**src/rtl/branch_resolve_predict.sv**
```systemverilog
module branch_resolve_predict #(
  parameter int DEPTH = 4,
  parameter int PCW   = 32,
  parameter int DISPW = 14,
  parameter int CRF   = 8,
  localparam int FW   = (CRF > 1) ? $clog2(CRF) : 1
) (
  input  logic                   clk,
  input  logic                   rst_n,
  input  logic [DEPTH-1:0]       q_valid,
  input  logic [DEPTH-1:0]       q_branch,
  input  logic [DEPTH*PCW-1:0]   q_pc,
  input  logic [DEPTH*DISPW-1:0] q_disp,
  input  logic [DEPTH*FW-1:0]    q_field,
  input  logic [CRF-1:0]         cc_bits,
  input  logic [CRF-1:0]         cc_known,
  input  logic                   res_valid,
  input  logic [FW-1:0]          res_field,
  input  logic                   res_taken,
  output logic [DEPTH-1:0]       br_ack,
  output logic                   redir_valid,
  output logic [PCW-1:0]         redir_pc,
  output logic                   spec_tag,
  output logic                   flush
);
  localparam int IW = (DEPTH > 1) ? $clog2(DEPTH) : 1;

  logic             sel_hit;
  logic [IW-1:0]    sel_idx;
  logic [PCW-1:0]   sel_pc, target;
  logic [DISPW-1:0] sel_disp;
  logic [FW-1:0]    sel_fld;
  logic             go, resolve, miss;

  logic             pend, pend_pred;
  logic [FW-1:0]    pend_fld;
  logic [PCW-1:0]   pend_tgt, pend_seq;

  always_comb begin
    sel_hit = 1'b0;
    sel_idx = '0;
    for (int i = DEPTH - 1; i >= 0; i--)
      if (q_valid[i] && q_branch[i]) begin
        sel_hit = 1'b1;
        sel_idx = IW'(i);
      end
  end

  assign sel_pc   = q_pc[sel_idx*PCW +: PCW];
  assign sel_disp = q_disp[sel_idx*DISPW +: DISPW];
  assign sel_fld  = q_field[sel_idx*FW +: FW];
  assign target   = sel_pc + {{(PCW-DISPW-2){sel_disp[DISPW-1]}}, sel_disp, 2'b00};

  assign go      = sel_hit && !pend;
  assign br_ack  = go ? (DEPTH'(1) << sel_idx) : '0;
  assign resolve = pend && res_valid && (res_field == pend_fld);
  assign miss    = resolve && (res_taken != pend_pred);
  assign spec_tag = pend;

  always_ff @(posedge clk) begin
    if (!rst_n) begin
      pend        <= 1'b0;
      pend_pred   <= 1'b0;
      pend_fld    <= '0;
      pend_tgt    <= '0;
      pend_seq    <= '0;
      redir_valid <= 1'b0;
      redir_pc    <= '0;
      flush       <= 1'b0;
    end else begin
      redir_valid <= 1'b0;
      flush       <= 1'b0;
      if (resolve) begin
        pend <= 1'b0;
        if (miss) begin
          flush       <= 1'b1;
          redir_valid <= 1'b1;
          redir_pc    <= res_taken ? pend_tgt : pend_seq;
        end
      end else if (go) begin
        if (cc_known[sel_fld]) begin
          if (cc_bits[sel_fld]) begin
            redir_valid <= 1'b1;
            redir_pc    <= target;
          end
        end else begin
          pend      <= 1'b1;
          pend_pred <= sel_disp[DISPW-1];
          pend_fld  <= sel_fld;
          pend_tgt  <= target;
          pend_seq  <= sel_pc + PCW'(4);
          if (sel_disp[DISPW-1]) begin
            redir_valid <= 1'b1;
            redir_pc    <= target;
          end
        end
      end
    end
  end

  AST_ACK_ONEHOT: assert property (@(posedge clk) disable iff (!rst_n) $onehot0(br_ack));
  AST_NO_ACK_WHILE_SPEC: assert property (@(posedge clk) disable iff (!rst_n) spec_tag |-> br_ack == '0);
  AST_SPEC_FROM_ACK: assert property (@(posedge clk) disable iff (!rst_n) $rose(spec_tag) |-> $past(br_ack != '0));
  AST_FLUSH_SINGLE: assert property (@(posedge clk) disable iff (!rst_n) flush |=> !flush);
  AST_FLUSH_REDIRECTS: assert property (@(posedge clk) disable iff (!rst_n) flush |-> redir_valid && !spec_tag && $past(spec_tag));
endmodule

```
**config.mk**
```make
export PLATFORM = sky130hd
export DESIGN_NAME = branch_resolve_predict
export DESIGN_NICKNAME = d
export VERILOG_FILES = /design/src/rtl/branch_resolve_predict.sv
export SDC_FILE = /design/constraint.sdc
export NUM_CORES = 1
export LEC_CHECK = 0
export BUFFER_PORTS_ARGS = -buffer_cell sky130_fd_sc_hd__buf_4
export CAP_MARGIN = 20
export CORE_UTILIZATION = 40
export DETAILED_ROUTE_END_ITERATION = 12
export GPL_ROUTABILITY_DRIVEN = 0
export PLACE_DENSITY = 0.69
export SYNTH_ARGS = -nofsm -noshare
export SYNTH_HDL_FRONTEND = slang
export SYNTH_SLANG_ARGS = --single-unit
```
**constraint.sdc**
```tcl
create_clock -name clk -period 5.1 [get_ports clk]
set_input_delay 0.255 -clock clk [delete_from_list [all_inputs] [get_ports clk]]
set_output_delay 0.255 -clock clk [all_outputs]
set_load 0.01 [all_outputs]
```
* Word-level counts from Yosys, hierarchy flattened *
Index checks and enable logic that the tools add are counted.

cells by class
  add/subtract/negate cells = 2
  multiply operators = 2
  order comparisons = 1
  equal/unequal tests = 4
  shift operators = 4
  muxes and demuxes = 26
  bitwise logic cells = 3
  reductions and logical operators = 16

operator list
  kind                   count
  $mux 32                7
  $shiftx 128x8->32      1
  $shiftx 56x7->14       1
  $add 32x3->32 const B  1
  $add 32x32->32         1
  $mux 1                 12
  $shiftx 12x5->3        1
  $logic_and 1x1->1      8
  $mux 2                 4
  $bmux 1 s3             2
  $mul 2x3->5 const B    1
  $lt 3x4->1 const B     1
  $mul 2x2->4 const B    1
  $mux 4                 1
  $reduce_and 2->1       2
  $reduce_and 4->1       1
  $shl 1x2->4 const A    1
  $eq 3x3->1             1
  $ne 3x2->1 const B     1
  $not 1->1              3
  $reduce_and 3->1       1
  $reduce_bool 3->1      1
  $ne 2x1->1 const B     1
  $reduce_bool 2->1      1
  other kinds (3)        3

word-level totals
  register bits = 103
  input bits = 227
  output and inout bits = 39
  word-level logic and storage cells = 66

* Logic depth before layout (Yosys ltp) *
Gate-level depths: netlist of the first run.

  word-level depth = 13
  gate-level depth with buffers = 23
  depth with buffers taken out = 18

* Worst setup path before layout of the first run *
Ideal clock, no wire load.

  path type = input to register
  from = in q_valid[0]
  to = reg redir_pc[28]
  library setup time = 0.117 ns
  arrival time = 4.746 ns
  required time = 4.983 ns
  slack = 0.237 ns
  cell stages on the path = 23
  path buffers = 5
  cell sequence = and2_1 > buf_4 > nor2_2 > buf_2 > buf_2 > buf_2 > buf_1 > nor2_1 > nor3_1 > ha_1 > inv_1 > fa_1 > nor2b_1 > or3_1 > a21oi_1 > o32ai_1 > o2111ai_1 > o22ai_1 > a221oi_1 > o31a_1 > o21ai_0 > nand4bb_1 > a32o_1

between the ends
  word-level cells in the longest chain between the ends = 9
  elaborated cells between the ends (all ways) = 23
  those cells by class = add/sub: 1; mul: 2; eq/ne: 1; shift: 3; mux: 11; reduce/logical: 5

RTL lines
  item                                                        line    RTL
  start, declared                                             10      input logic [DEPTH-1:0] q_valid,
  $logic_and 1x1->1 *                                         43      if (q_valid[i] && q_branch[i]) begin
  $mux 2                                                      43
  $mul 2x3->5 / $mul 2x2->4 (equally long branches)           50, 51
  $shiftx 56x7->14 / $shiftx 12x5->3 (equally long branches)  50, 51
  $add 32x32->32 / $bmux 1 s3 (equally long branches)         52, 81
  $mux 32 (tied with other cells)                             92      if (sel_disp[DISPW-1]) begin
  $mux 32                                                     81      if (cc_known[sel_fld]) begin
  $mux 32                                                     80      end else if (go) begin
  $mux 32                                                     73      if (resolve) begin
  end signal, assigned                                        78      redir_pc <= res_taken ? pend_tgt : pend_seq;
  end signal, assigned                                        84      redir_pc <= target;
  end signal, assigned                                        94      redir_pc <= target;
  end, declared                                               22      output logic [PCW-1:0] redir_pc,

Every way passes the cells marked *; elsewhere a longest branch is shown, timed or not. The select of a mux whose other input is x is not followed.
A chain may end at the register's enable or synchronous reset.

* Worst setup path after layout of the first run *
  from = in q_branch[1]
  to = reg pend_tgt[26]

between the ends
  word-level cells in the longest chain between the ends = 9
  elaborated cells between the ends (all ways) = 16
  those cells by class = add/sub: 1; mul: 2; shift: 3; mux: 6; bitwise: 1; reduce/logical: 3

RTL lines
  item                                                                    line  RTL
  start, declared                                                         11    input logic [DEPTH-1:0] q_branch,
  $logic_and 1x1->1 *                                                     43
  parallel branches: the longest is 8 deep, another holds $add 32x32->32  -
  end signal, assigned                                                    90    pend_tgt <= target;
  end, declared                                                           37    logic [PCW-1:0] pend_tgt, pend_seq;

Every way passes the cells marked *. The select of a mux whose other input is x is not followed.

==> summary.txt, run 1 <==
STA
  • Max-slew violation count: 0
  • Worst Max-Slew Pin Slew: roughly 1.1 ns
  • Aggregate negative setup slack: 0 ns
  • Peak Freq: approximately 220 MHz
  • Portion of the clock cycle consumed by the worst path in the final layout: 0.894
  • Setup slack of the critical path after layout: roughly 0.54 ns
  • Tmin final: around 4.6 ns
  • Layout Skew: 0.00925 ns
  • Unrepaired setup endpoints after global routing: false
  • Hold Fails Final Rpt: 0
  • Setup violations, final: 0
  • Worst-case headroom to the max-slew limit: 0.299

Pwr
  • Static Leakage: around 4.7 nW
  • Tot Pwr: between 3 and 4 mW
  • Peak VDD IR: roughly 0.18 mV
  • Power per Cell Area: around 300 nW/um2

GRT
  • GRT Overall Usage: 0.301
  • Antenna violations before repair: 0
  • Vias in the first global route: ~9600
  • Largest net degree at the start of global routing: 65
  • Total congestion overflow after global routing: 0
  • Global-route wire length before repair: between 50000 and 60000 um

Setup path
  • Endpoint of the lowest-slack register-to-register path: redir_pc[20]$_SDFFE_PN0P_
  • Cells along the critical path: buf_4 > a22oi_2 > nand3_1 > o22ai_1 > nor3_1 > ha_1 > inv_1 > fa_1 > nor2b_1 > or3_1 > a21oi_1 > o32ai_1 > o2111ai_1 > o22ai_1 > o21ai_1 > o31ai_1 > mux2i_1 > nand4_1 > o221ai_1
  • Required time of the worst setup path: 5.37 ns
  • Element type at the critical path end: flop
  • Crit path DAT: about 4.8 ns
  • Cell family contributing the most delay on the critical path: compound AO/OA/AOI/OAI gates
  • Worst Setup Path Type: input port to flop
  • Critical-path cell with the highest stage delay: sky130_fd_sc_hd__o31ai_1
  • Launch point of the worst reg-to-reg path: pend_fld[2]$_SDFFE_PN0P_
  • Setup slack on the worst flop-to-flop path: between 2 and 3 ns
  • Maximum fanout along the worst path: 23
  • Worst Reg-to-Reg Cells: 9
  • Type of origin of the critical path: input port
  • Max incr delay on CP: 0.64 ns
  • Number of buffers and inverters on the critical path: 2
  • Cell repeated most along the worst path: sky130_fd_sc_hd__o22ai_1

Clock network
  • Clock slew at the register clock pins of the worst setup and hold paths: ~0.07 ns
  • Buffer levels on the longest clock path: 2
  • Source-to-sink clock delay at the later pin of the worst-skew pair: about 0.36 ns
  • Number of buffers inserted by post-CTS setup repair: 0
  • Total clock buffers created by CTS: 9
  • Post-CTS resize count: 0
  • Number of buffers inserted for hold repair after clock tree synthesis: 0
  • Clock tree from TritonCTS: done
  • Depth of the CTS H-tree: 3
  • Clock tree root driver cell: sky130_fd_sc_hd__clkbuf_16
  • Number of clock sinks seen by CTS: ~100

Die
  • Horizontal die dimension: approximately 150 um
  • Full die area: around 23000 um2
  • Io pins: 266
  • Vertical extent of the die: approximately 150 um
  • Area inside the core boundary: 21300 um2
  • Row Count: between 50 and 60
  • Starting density of the core: 0.413

Yosys
  • Async set-or-reset flop fraction in the synthesized netlist: 0
  • Post-Syn Area: approximately 9000 um2
  • Net count after synthesis: ~1400
  • List of most frequent post-synthesis cells: 125 x sky130_fd_sc_hd__nor2_1, 122 x sky130_fd_sc_hd__nand2_1, 101 x sky130_fd_sc_hd__dfxtp_1
  • Leading post-synthesis cells by cell area: sky130_fd_sc_hd__dfxtp_1 23%, sky130_fd_sc_hd__nor2_1 5.3%, sky130_fd_sc_hd__nand2_1 5.2%, sky130_fd_sc_hd__a21oi_1 4.7%, sky130_fd_sc_hd__a211oi_1 4.4%
  • Area share of the leading cell type in the synthesized netlist: 0.230
  • Yosys cell types: just over 90
  • Cells after Synth: between 1000 and 1500
  • Register area share after synthesis: 0.230
  • Flop and latch count out of synthesis: around 100
  • Average cell area after synthesis: 7.36 um2
  • Cell taking the most area after synthesis: sky130_fd_sc_hd__dfxtp_1
  • Main flop type after synthesis: sky130_fd_sc_hd__dfxtp_1
  • Post-synth EDFFs: 0
  • Most common cell in the synthesized netlist: sky130_fd_sc_hd__nor2_1
  • Number of warning messages in the yosys log: 0

Final layout
  • Layout Area Growth over Synthesis: 28.8%
  • Inserted Diodes: 0
  • Share of the core filled with cells: 0.531
  • Total number of nets in the final design: 1660
  • Fraction of final layout cells with drive strength greater than 1: 0.257
  • Final Instance Count excl. Fillers: 1693

Run
  • Total of max-cap violations: 0

Placement
  • Number of placed instances, taps included: 1677
  • Number of buffers inserted by port buffering: ~270
  • Post-detail-place hpwl: 27200 um
  • Worst-case setup slack after placement: ~0.28 ns

Route
  • Vias per cell: 6.09
  • Iteration-0 DRC count of the detailed router: between 900 and 1000
  • DRC violations left: 0
  • Router iterations before antenna repair: 5
  • Total number of vias: a little over 10000
  • Detailed-route wire length per cell: approximately 20 um
  • DRT Wirelength: around 34000 um
  • Residual antenna-violating net count after detailed routing: 0

Min path
  • HP Class: input port to flop
  • Hold path depth: 2
  • Startpoint of the worst hold path: rst_n
  • Worst hold path endpoint: pend_tgt[21]$_SDFFE_PN0P_

Run status
  • Run status: complete, no violations
-- where the power goes --
part | switching [mW] | internal, mW | leakage [nW]
combinational | 1.00 | 0.711 | 3.77
clock | 0.312 | 0.383 | 0.144
sequential | 0.0960 | 0.947 | 0.831
-- stage by stage --
step,cell area [um2],hold WS (ns)
global route,11300,0.260
global placement,11000,0.436
floorplan,8780,0.427
detailed placement,11000,0.447
finish,11300,0.254
CTS,11300,0.245
-- metal layers --
layer / part of all wire / track usage / up-vias
met4: 0.045 / 0.159 / 0
met1: 0.43 / 0.410 / 4790
met5: 0 / 0 / -
met2: 0.44 / 0.461 / 536
li1: - / - / 4890
met3: 0.084 / 0.0400 / 87
-- cell families (layout without fill, tap and decap cells) --
family	count (synthesis)	in the layout	share of synthesized area
XOR/XNOR	61	61	0.0608
multiplexers	39	39	0.0450
AND/OR/NAND/NOR	475	475	0.264
flip-flops	101	101	0.230
adder cells (fa/ha/maj)	24	24	0.0339
AO/OA/AOI/OAI	368	368	0.307
buffers and inverters	125	350	0.0594
-- registers in the layout, indices dropped and copies added, names as in the netlist --
name,flops
pend_tgt,32
spec_tag,1
flush,1
redir_pc,32
redir_valid,1
pend_seq,30
pend_fld,3
pend_pred,1
-- worst max-delay path by stage --
stage / startpoint / end / slack (ns) / cells after the start
3_5_place_dp: q_valid[1] / pend_tgt[26]$_SDFFE_PN0P_ / 0.28 / 19
5_1_grt: q_branch[1] / pend_tgt[26]$_SDFFE_PN0P_ / 0.06 / 20
6_report: q_branch[1] / pend_tgt[26]$_SDFFE_PN0P_ / 0.54 / 19
4_1_cts: q_branch[1] / pend_tgt[26]$_SDFFE_PN0P_ / 0.64 / 19
2_1_floorplan: q_valid[0] / redir_pc[28]$_SDFFE_PN0P_ / 0.24 / 23
3_3_place_gp: q_valid[1] / pend_tgt[26]$_SDFFE_PN0P_ / 0.47 / 18
-- cells in the final DEF, fill, tap and decap left out, drive strengths merged, types with 20 or more instances in the layout --
master	count
dfxtp	101
nand2	123
buf	298
and3	25
mux2i	35
xor2	28
nor2	127
or3	31
o21ai	52
nand3	42
a211oi	53
and2	20
a21oi	83
nor3	45
xnor2	33
inv	36
-- area by class of cell --
| cell class | instances | area (um2) |
|---|---|---|
| clock buffer | 11 | 233 |
| clock inverter | 5 | 61.3 |
| fill | 2091 | 9980 |
| inverter | 36 | 135 |
| multi-input combinational | 967 | 6270 |
| sequential | 101 | 2020 |
| tap | 275 | 344 |
| timing repair buffer | 298 | 2250 |
-- worst register-to-register path: cells and delay by family (launching register included) --
kind	cells	cell delay (ns)
buffers and inverters	1	0.39
AO/OA/AOI/OAI	2	0.40
AND/OR/NAND/NOR	5	1.15
flip-flops	1	0.39
XOR/XNOR	1	0.19
(Power assumes the default switching activity.)
==> run 2: changes to the inputs <==
--- a/config.mk
+++ b/config.mk
@@ -5,12 +5,13 @@
 export SDC_FILE = /design/constraint.sdc
 export NUM_CORES = 1
 export LEC_CHECK = 0
+export ABC_AREA = 1
 export BUFFER_PORTS_ARGS = -buffer_cell sky130_fd_sc_hd__buf_4
 export CAP_MARGIN = 20
-export CORE_UTILIZATION = 40
+export CORE_UTILIZATION = 30
 export DETAILED_ROUTE_END_ITERATION = 12
 export GPL_ROUTABILITY_DRIVEN = 0
-export PLACE_DENSITY = 0.69
+export PLACE_DENSITY = 0.54
 export SYNTH_ARGS = -nofsm -noshare
 export SYNTH_HDL_FRONTEND = slang
 export SYNTH_SLANG_ARGS = --single-unit
==> summary.txt, run 2 <==
Min path
  • Hold path depth: 4 (+2)
  • HP Class: input port to flop

GRT
  • Global-route wire length before repair: 62900 um (+20%)
  • Antenna violations before repair: 0 (unchanged)
  • Total congestion overflow after global routing: 0 (unchanged)
  • GRT Overall Usage: 0.237 (-0.0643)
  • Vias in the first global route: 11300 (+17%)
  • Largest net degree at the start of global routing: 73 (+12%)

Die
  • Full die area: 34600 um2 (+53%)
  • Starting density of the core: 0.304 (-0.109)
  • Horizontal die dimension: 186 um (+24%)
  • Area inside the core boundary: 33400 um2 (+57%)
  • Vertical extent of the die: 186 um (+24%)
  • Row Count: 67 (+26%)
  • Io pins: 266 (unchanged)

Clock network
  • Clock tree root driver cell: sky130_fd_sc_hd__clkbuf_16
  • Buffer levels on the longest clock path: 2 (unchanged)
  • Post-CTS resize count: 0 (unchanged)
  • Source-to-sink clock delay at the later pin of the worst-skew pair: 0.36 ns (about the same)
  • Clock tree from TritonCTS: done
  • Total clock buffers created by CTS: 9 (unchanged)
  • Depth of the CTS H-tree: 3 (unchanged)
  • Clock slew at the register clock pins of the worst setup and hold paths: 0.08 ns (about the same)
  • Number of buffers inserted by post-CTS setup repair: 0 (unchanged)
  • Number of clock sinks seen by CTS: 101 (unchanged)
  • Number of buffers inserted for hold repair after clock tree synthesis: 0 (unchanged)

Yosys
  • Leading post-synthesis cells by cell area: sky130_fd_sc_hd__dfxtp_1 20%, sky130_fd_sc_hd__nand2_1 18%, sky130_fd_sc_hd__inv_1 9.2%, sky130_fd_sc_hd__nor2_1 9.1%, sky130_fd_sc_hd__nand3_1 8.1%
  • Average cell area after synthesis: 5.67 um2 (-23%)
  • Area share of the leading cell type in the synthesized netlist: 0.199 (-0.0312)
  • Register area share after synthesis: 0.199 (-0.0312)
  • Cell taking the most area after synthesis: sky130_fd_sc_hd__dfxtp_1
  • List of most frequent post-synthesis cells: 487 x sky130_fd_sc_hd__nand2_1, 250 x sky130_fd_sc_hd__inv_1, 247 x sky130_fd_sc_hd__nor2_1
  • Flop and latch count out of synthesis: 101 (unchanged)
  • Cells after Synth: 1791 (+50%)
  • Async set-or-reset flop fraction in the synthesized netlist: 0 (unchanged)
  • Number of warning messages in the yosys log: 0 (unchanged)
  • Most common cell in the synthesized netlist: sky130_fd_sc_hd__nand2_1
  • Net count after synthesis: 2038 (+42%)
  • Yosys cell types: 52 (-43%)
  • Post-synth EDFFs: 0 (unchanged)
  • Post-Syn Area: 10200 um2 (+16%)
  • Main flop type after synthesis: sky130_fd_sc_hd__dfxtp_1

Final layout
  • Share of the core filled with cells: 0.379 (-0.152)
  • Most frequent cells in the layout: 487 x sky130_fd_sc_hd__nand2_1, 280 x sky130_fd_sc_hd__buf_4, 250 x sky130_fd_sc_hd__inv_1
  • Fraction of final layout cells with drive strength greater than 1: 0.201 (-0.0556)
  • Most frequent standard cell in the layout excluding fill and tap cells: sky130_fd_sc_hd__nand2_1
  • Total number of nets in the final design: 2251 (+36%)
  • Registers with the highest flip-flop counts: pend_tgt: 32 flops, redir_pc: 32 flops, pend_seq: 30 flops
  • Inserted Diodes: 0 (unchanged)
  • Final Instance Count excl. Fillers: 2457 (+45%)
  • Area of combinational cells with multiple inputs: 6660 um2 (+6.2%)
  • Layout Area Growth over Synthesis: 24.8%
  • FF/Latch Area: 2020 um2 (unchanged)
  • Final Instance Area: 12700 um2 (+12%)
  • Final-layout fill cell count: 3730 (+78%)

Setup path
  • Required time of the worst setup path: 5.39 ns (+0.02 ns)
  • Critical-path cell with the highest stage delay: sky130_fd_sc_hd__o21ai_1
  • Type of origin of the critical path: input port
  • Worst Reg-to-Reg Cells: 13 (+4)
  • Path length in cells of the critical path: 23 (+4)
  • Max incr delay on CP: 0.47 ns (-0.17 ns)
  • Number of buffers and inverters on the critical path: 3 (+1)
  • Setup slack on the worst flop-to-flop path: 1.71 ns (-0.81 ns)
  • Cell family contributing the most delay on the critical path: simple AND/OR/NAND/NOR gates
  • Cells along the critical path: buf_4 > nand2_2 > inv_2 > nand2_4 > nand2_4 > nand2_4 > nand2_4 > o21ai_1 > inv_1 > ha_1 > nand2_1 > nor2_1 > a211oi_1 > nor2_1 > nand3_1 > nand3_1 > nand2_1 > nand2_2 > nand2_1 > nand2_1 > xnor2_1 > nand2_1 > a21oi_1
  • Cell repeated most along the worst path: sky130_fd_sc_hd__nand2_1
  • Worst Setup Path Type: input port to flop
  • Maximum fanout along the worst path: 41 (+78%)
  • Crit path DAT: 4.47 ns (-0.35 ns)
  • Element type at the critical path end: flop

Placement
  • Post-DP Area: 12400 um2 (+12%)
  • Number of buffers inserted by port buffering: 265 (unchanged)
  • Post-detail-place hpwl: 32700 um (+20%)
  • Number of placed instances, taps included: 2441 (+46%)

STA
  • Unrepaired setup endpoints after global routing: false
  • Worst Max-Slew Pin Slew: 0.744 ns (-0.308 ns)
  • Peak Freq: 239 MHz (+9.1%)
  • Hold Fails Final Rpt: 0 (unchanged)
  • Tmin final: 4.18 ns (-0.380 ns)
  • Aggregate negative setup slack: 0 ns (unchanged)
  • Setup violations, final: 0 (unchanged)
  • Worst-case headroom to the max-slew limit: 0.503 (+0.205)
  • Layout Skew: 0.0111 ns (+0.00181 ns)
  • Max-slew violation count: 0 (unchanged)
  • Worst-case hold slack: 0.405 ns (+0.151 ns)
  • Portion of the clock cycle consumed by the worst path in the final layout: 0.819 (-0.0746)

Route
  • Iteration-0 DRC count of the detailed router: 898 (-2.3%)
  • Vias per cell: 4.86 (-20%)
  • DRT Wirelength: 40400 um (+17%)
  • DRC violations left: 2 (+2)
  • Residual antenna-violating net count after detailed routing: 0 (unchanged)
  • Router iterations before antenna repair: 10 (+5)
  • Total number of vias: 11900 (+16%)
  • Detailed-route wire length per cell: 16.4 um (-19%)

Pwr
  • Power per Cell Area: 308 nW/um2 (+0.85%)
  • Peak VDD IR: 0.176 mV (+0.30%)
  • Static Leakage: 6.74 nW (+42%)

Run status
  • Violations in the final reports: DRC
  • Run status: complete, but fails checks

Run
  • Total of max-cap violations: 0 (unchanged)
## run 2: routing by layer
layer / up-vias / track usage / routed length (um)
met3: 54 / 0.0338 / 2690
met2: 412 / 0.374 / 17800
met5: - / 0 / 0
met1: 5356 / 0.332 / 19000
met4: 0 / 0.0662 / 863
li1: 6109 / - / -
## run 2: layout make-up
cell class | count | area share
Inverter | 268 | 0.0795
Timing Repair Buffer | 281 | 0.167
Sequential cell | 101 | 0.159
Tap cell | 448 | 0.0442
Multi-Input combinational cell | 1343 | 0.525
Clock buffer | 9 | 0.0178
Clock inverter | 7 | 0.00681
## run 2: path summary, 6_finish.rpt
check                            startpoint                        end
setup / recovery                 q_valid[3]  redir_pc[13]$_SDFFE_PN0P_
hold / removal                      q_pc[4]   pend_seq[4]$_SDFFE_PN0P_
setup reg to reg      spec_tag$_SDFFE_PP0P_  redir_pc[20]$_SDFFE_PN0P_
hold reg to reg   pend_seq[12]$_SDFFE_PN0P_  pend_seq[12]$_SDFFE_PN0P_
## run 2: through the flow
step,power (mW),setup WS (ns)
final,3.90,0.922
after floorplan,2.46,2.10
after CTS,3.91,0.954
after global routing,4.23,0.614
after detailed placement,3.18,0.603
after global placement,3.17,0.679
## run 2: report_power, final
part	leakage, nW	total (mW)	internal, mW	switching, mW
clock	0.151	0.714	0.352	0.362
combinational	5.75	2.13	0.751	1.38
sequential	0.834	1.06	0.969	0.0910
total	6.74	3.90	2.07	1.83
## run 2: worst reg2reg max path, cell delays in order (launching register included)
cell and delay [ns]:
sky130_fd_sc_hd__dfxtp_1 0.32, sky130_fd_sc_hd__buf_4 0.17, sky130_fd_sc_hd__nand2_1 0.07, sky130_fd_sc_hd__a211oi_1 0.20
sky130_fd_sc_hd__nand2_1 0.07, sky130_fd_sc_hd__buf_4 0.29, sky130_fd_sc_hd__inv_1 0.61, sky130_fd_sc_hd__nor2_1 0.12
sky130_fd_sc_hd__a21oi_2 0.18, sky130_fd_sc_hd__nand3_2 0.56, sky130_fd_sc_hd__buf_4 0.46, sky130_fd_sc_hd__nand2_1 0.09
sky130_fd_sc_hd__nand2_1 0.05, sky130_fd_sc_hd__a21oi_1 0.13
## run 2: cells by family after synthesis
kind of cell    after synthesis  synth area share
fa+ha+maj                    20            0.0254
flops                       101             0.199
simple gates               1063             0.476
buf+inv                     347             0.146
compound gates              229             0.127
xor+xnor                     31            0.0267
==> run 3: changes to the inputs <==
--- a/config.mk
+++ b/config.mk
@@ -11,7 +11,7 @@
 export CORE_UTILIZATION = 30
 export DETAILED_ROUTE_END_ITERATION = 12
 export GPL_ROUTABILITY_DRIVEN = 0
-export PLACE_DENSITY = 0.54
+export PLACE_DENSITY = 0.52
 export SYNTH_ARGS = -nofsm -noshare
 export SYNTH_HDL_FRONTEND = slang
 export SYNTH_SLANG_ARGS = --single-unit
==> constraint.sdc (replaced) <==
create_clock -name clk -period 4 [get_ports clk]
set_input_delay 0.2 -clock clk [delete_from_list [all_inputs] [get_ports clk]]
set_output_delay 0.2 -clock clk [all_outputs]
set_load 0.01 [all_outputs]
==> summary.txt, run 3 (synthesized netlist as in run 2, its figures left out) <==
Run status
  • Run status: complete, no violations

Min path
  • Worst hold path endpoint: pend_seq[4]$_SDFFE_PN0P_
  • Startpoint of the worst hold path: q_pc[4]
  • HP Class: input port to flop
  • Hold path depth: 4 (unchanged)

STA
  • Layout Skew: 0.00931 ns (-0.00175 ns)
  • Setup violations, final: 0 (unchanged)
  • Peak Freq: between 300 and 400 MHz
  • Hold Fails Final Rpt: 0 (unchanged)
  • Tmin final: 3.20 ns
  • Unrepaired setup endpoints after global routing: false
  • Aggregate negative setup slack: 0 ns (unchanged)
  • Worst Max-Slew Pin Slew: 0.761 ns (+0.0167 ns)
  • Max-slew violation count: 0 (unchanged)
  • Worst-case headroom to the max-slew limit: 0.493 (-0.0106)
  • Portion of the clock cycle consumed by the worst path in the final layout: 0.800

Setup path
  • Launch point of the worst reg-to-reg path: spec_tag$_SDFFE_PP0P_
  • Worst Setup Path Type: input port to flop
  • Worst Reg-to-Reg Cells: 12 (-1)
  • Maximum fanout along the worst path: 13 (-68%)
  • Element type at the critical path end: flop
  • Endpoint of the lowest-slack register-to-register path: redir_pc[7]$_SDFFE_PN0P_
  • Setup slack on the worst flop-to-flop path: 1.18 ns (-0.53 ns)
  • Crit path DAT: 3.46 ns (-1.01 ns)
  • Type of origin of the critical path: input port
  • Required time of the worst setup path: 4.26 ns (-1.13 ns)

Route
  • Total number of vias: 12100 (+1.5%)
  • Residual antenna-violating net count after detailed routing: 0 (unchanged)
  • DRC violations left: 0 (-2)
  • Router iterations before antenna repair: 7 (-3)
  • DRT Wirelength: 41800 um (+3.4%)
  • Iteration-0 DRC count of the detailed router: 997 (+11%)
  • Vias per cell: 4.91 (+1.0%)
  • Detailed-route wire length per cell: 16.9 um (+3.0%)

Pwr
  • Tot Pwr: 5.02 mW (+29%)
  • Peak VDD IR: 0.213 mV (+21%)
  • Static Leakage: 6.79 nW (+0.82%)
  • Power per Cell Area: 393 nW/um2 (+28%)

Clock network
  • Clock slew at the register clock pins of the worst setup and hold paths: 0.08 ns (about the same)
  • Post-CTS resize count: 0 (unchanged)
  • Number of clock sinks seen by CTS: 101 (unchanged)
  • Number of buffers inserted for hold repair after clock tree synthesis: 0 (unchanged)
  • Depth of the CTS H-tree: 3 (unchanged)
  • Number of buffers inserted by post-CTS setup repair: 0 (unchanged)
  • Source-to-sink clock delay at the later pin of the worst-skew pair: 0.36 ns (about the same)
  • Clock tree from TritonCTS: done
  • Clock tree root driver cell: sky130_fd_sc_hd__clkbuf_16
  • Buffer levels on the longest clock path: 2 (unchanged)
  • Total clock buffers created by CTS: 9 (unchanged)

Final layout
  • FF/Latch Area: 2020 um2 (unchanged)
  • Most frequent cells in the layout: 487 x sky130_fd_sc_hd__nand2_1, 290 x sky130_fd_sc_hd__buf_4, 250 x sky130_fd_sc_hd__inv_1
  • Registers with the highest flip-flop counts: pend_tgt: 32 flops, redir_pc: 32 flops, pend_seq: 30 flops
  • Most frequent standard cell in the layout excluding fill and tap cells: sky130_fd_sc_hd__nand2_1
  • Fraction of final layout cells with drive strength greater than 1: 0.205 (+0.00435)
  • Area of combinational cells with multiple inputs: 6660 um2 (unchanged)
  • Inserted Diodes: 0 (unchanged)
  • Share of the core filled with cells: 0.382 (+0.00247)
  • Total number of nets in the final design: 2262 (+0.49%)
  • Final-layout fill cell count: 3792 (+1.7%)
  • Layout Area Growth over Synthesis: 25.6%

Run
  • Total of max-cap violations: 0 (unchanged)

Die
  • Row Count: 67 (unchanged)
  • Horizontal die dimension: 186 um (unchanged)
  • Vertical extent of the die: 186 um (unchanged)
  • Area inside the core boundary: 33400 um2 (unchanged)
  • Io pins: 266 (unchanged)
  • Full die area: 34600 um2 (unchanged)
  • Starting density of the core: 0.304 (unchanged)

GRT
  • Antenna violations before repair: 0 (unchanged)
  • GRT Overall Usage: 0.245 (+0.00790)
  • Largest net degree at the start of global routing: 73 (unchanged)
  • Total congestion overflow after global routing: 0 (unchanged)
  • Global-route wire length before repair: 65000 um (+3.4%)
  • Vias in the first global route: 11300 (+0.28%)

Placement
  • Number of buffers inserted by port buffering: 265 (unchanged)
  • Post-detail-place hpwl: 33800 um (+3.4%)
[run 3: layout make-up]
cell class	count	area share
clock buffers	9	0.0176
repair buffers	292	0.174
flip-flops and latches	101	0.158
multi-input cells	1343	0.521
inverters	268	0.0790
well taps	448	0.0439
clock inverters	7	0.00578
[run 3: worst max path at each step]
stage | from | endpoint | slack, ns | depth (start not counted)
global route | q_valid[0] | redir_pc[10]$_SDFFE_PN0P_ | 0.43 | 20
finish | q_valid[1] | pend_tgt[19]$_SDFFE_PN0P_ | 0.80 | 24
detailed placement | q_valid[1] | pend_tgt[29]$_SDFFE_PN0P_ | 0.45 | 26
global placement | q_valid[1] | pend_tgt[29]$_SDFFE_PN0P_ | 0.52 | 26
floorplan | q_valid[1] | pend_tgt[29]$_SDFFE_PN0P_ | 1.05 | 27
CTS | q_valid[1] | redir_pc[10]$_SDFFE_PN0P_ | 0.83 | 20
[run 3: where the power goes]
group | leakage (nW) | total, mW | switching [mW] | internal, mW
Combinational | 5.81 | 2.73 | 1.76 | 0.971
Sequential | 0.834 | 1.36 | 0.129 | 1.24
Clock | 0.148 | 0.922 | 0.475 | 0.447
[run 3: through the flow]
step	area (um2)	setup WS, ns	hold WS (ns)	cells
finish	12800	0.799	0.287	2468
global route	12800	0.430	0.331	2468
CTS	12800	0.829	0.284	2468
detailed placement	12500	0.445	0.439	2452
global placement	12500	0.523	0.434	2452
floorplan	10200	1.05	0.424	1791
[run 3: routing by layer]
layer / wire, um / vias to the layer above / global-route usage
met5: 0 / - / 0
met4: 626 / 0 / 0.0466
met3: 2960 / 37 / 0.0325
met2: 18400 / 450 / 0.390
met1: 19700 / 5476 / 0.349
li1: - / 6143 / -
[run 3: critical path: stages]
cell                       delay (ns)
sky130_fd_sc_hd__buf_4           0.11
sky130_fd_sc_hd__nand2_2         0.15
sky130_fd_sc_hd__nand2_4         0.10
sky130_fd_sc_hd__nor2_4          0.12
sky130_fd_sc_hd__clkinv_1        0.33
sky130_fd_sc_hd__o22ai_1         0.23
sky130_fd_sc_hd__nor2_1          0.06
sky130_fd_sc_hd__o21ai_1         0.16
sky130_fd_sc_hd__inv_1           0.10
sky130_fd_sc_hd__ha_1            0.36
sky130_fd_sc_hd__nand2_1         0.09
sky130_fd_sc_hd__nor2_1          0.04
sky130_fd_sc_hd__a211oi_1        0.27
sky130_fd_sc_hd__nor2_1          0.08
sky130_fd_sc_hd__nand3_1         0.09
sky130_fd_sc_hd__nand3_1         0.16
sky130_fd_sc_hd__nand3_1         0.12
sky130_fd_sc_hd__nand3_1         0.19
sky130_fd_sc_hd__nand3_1         0.19
sky130_fd_sc_hd__nand3_1         0.11
sky130_fd_sc_hd__nand2_1         0.08
sky130_fd_sc_hd__nand2_1         0.05
sky130_fd_sc_hd__nand2_1         0.06
sky130_fd_sc_hd__inv_1           0.04
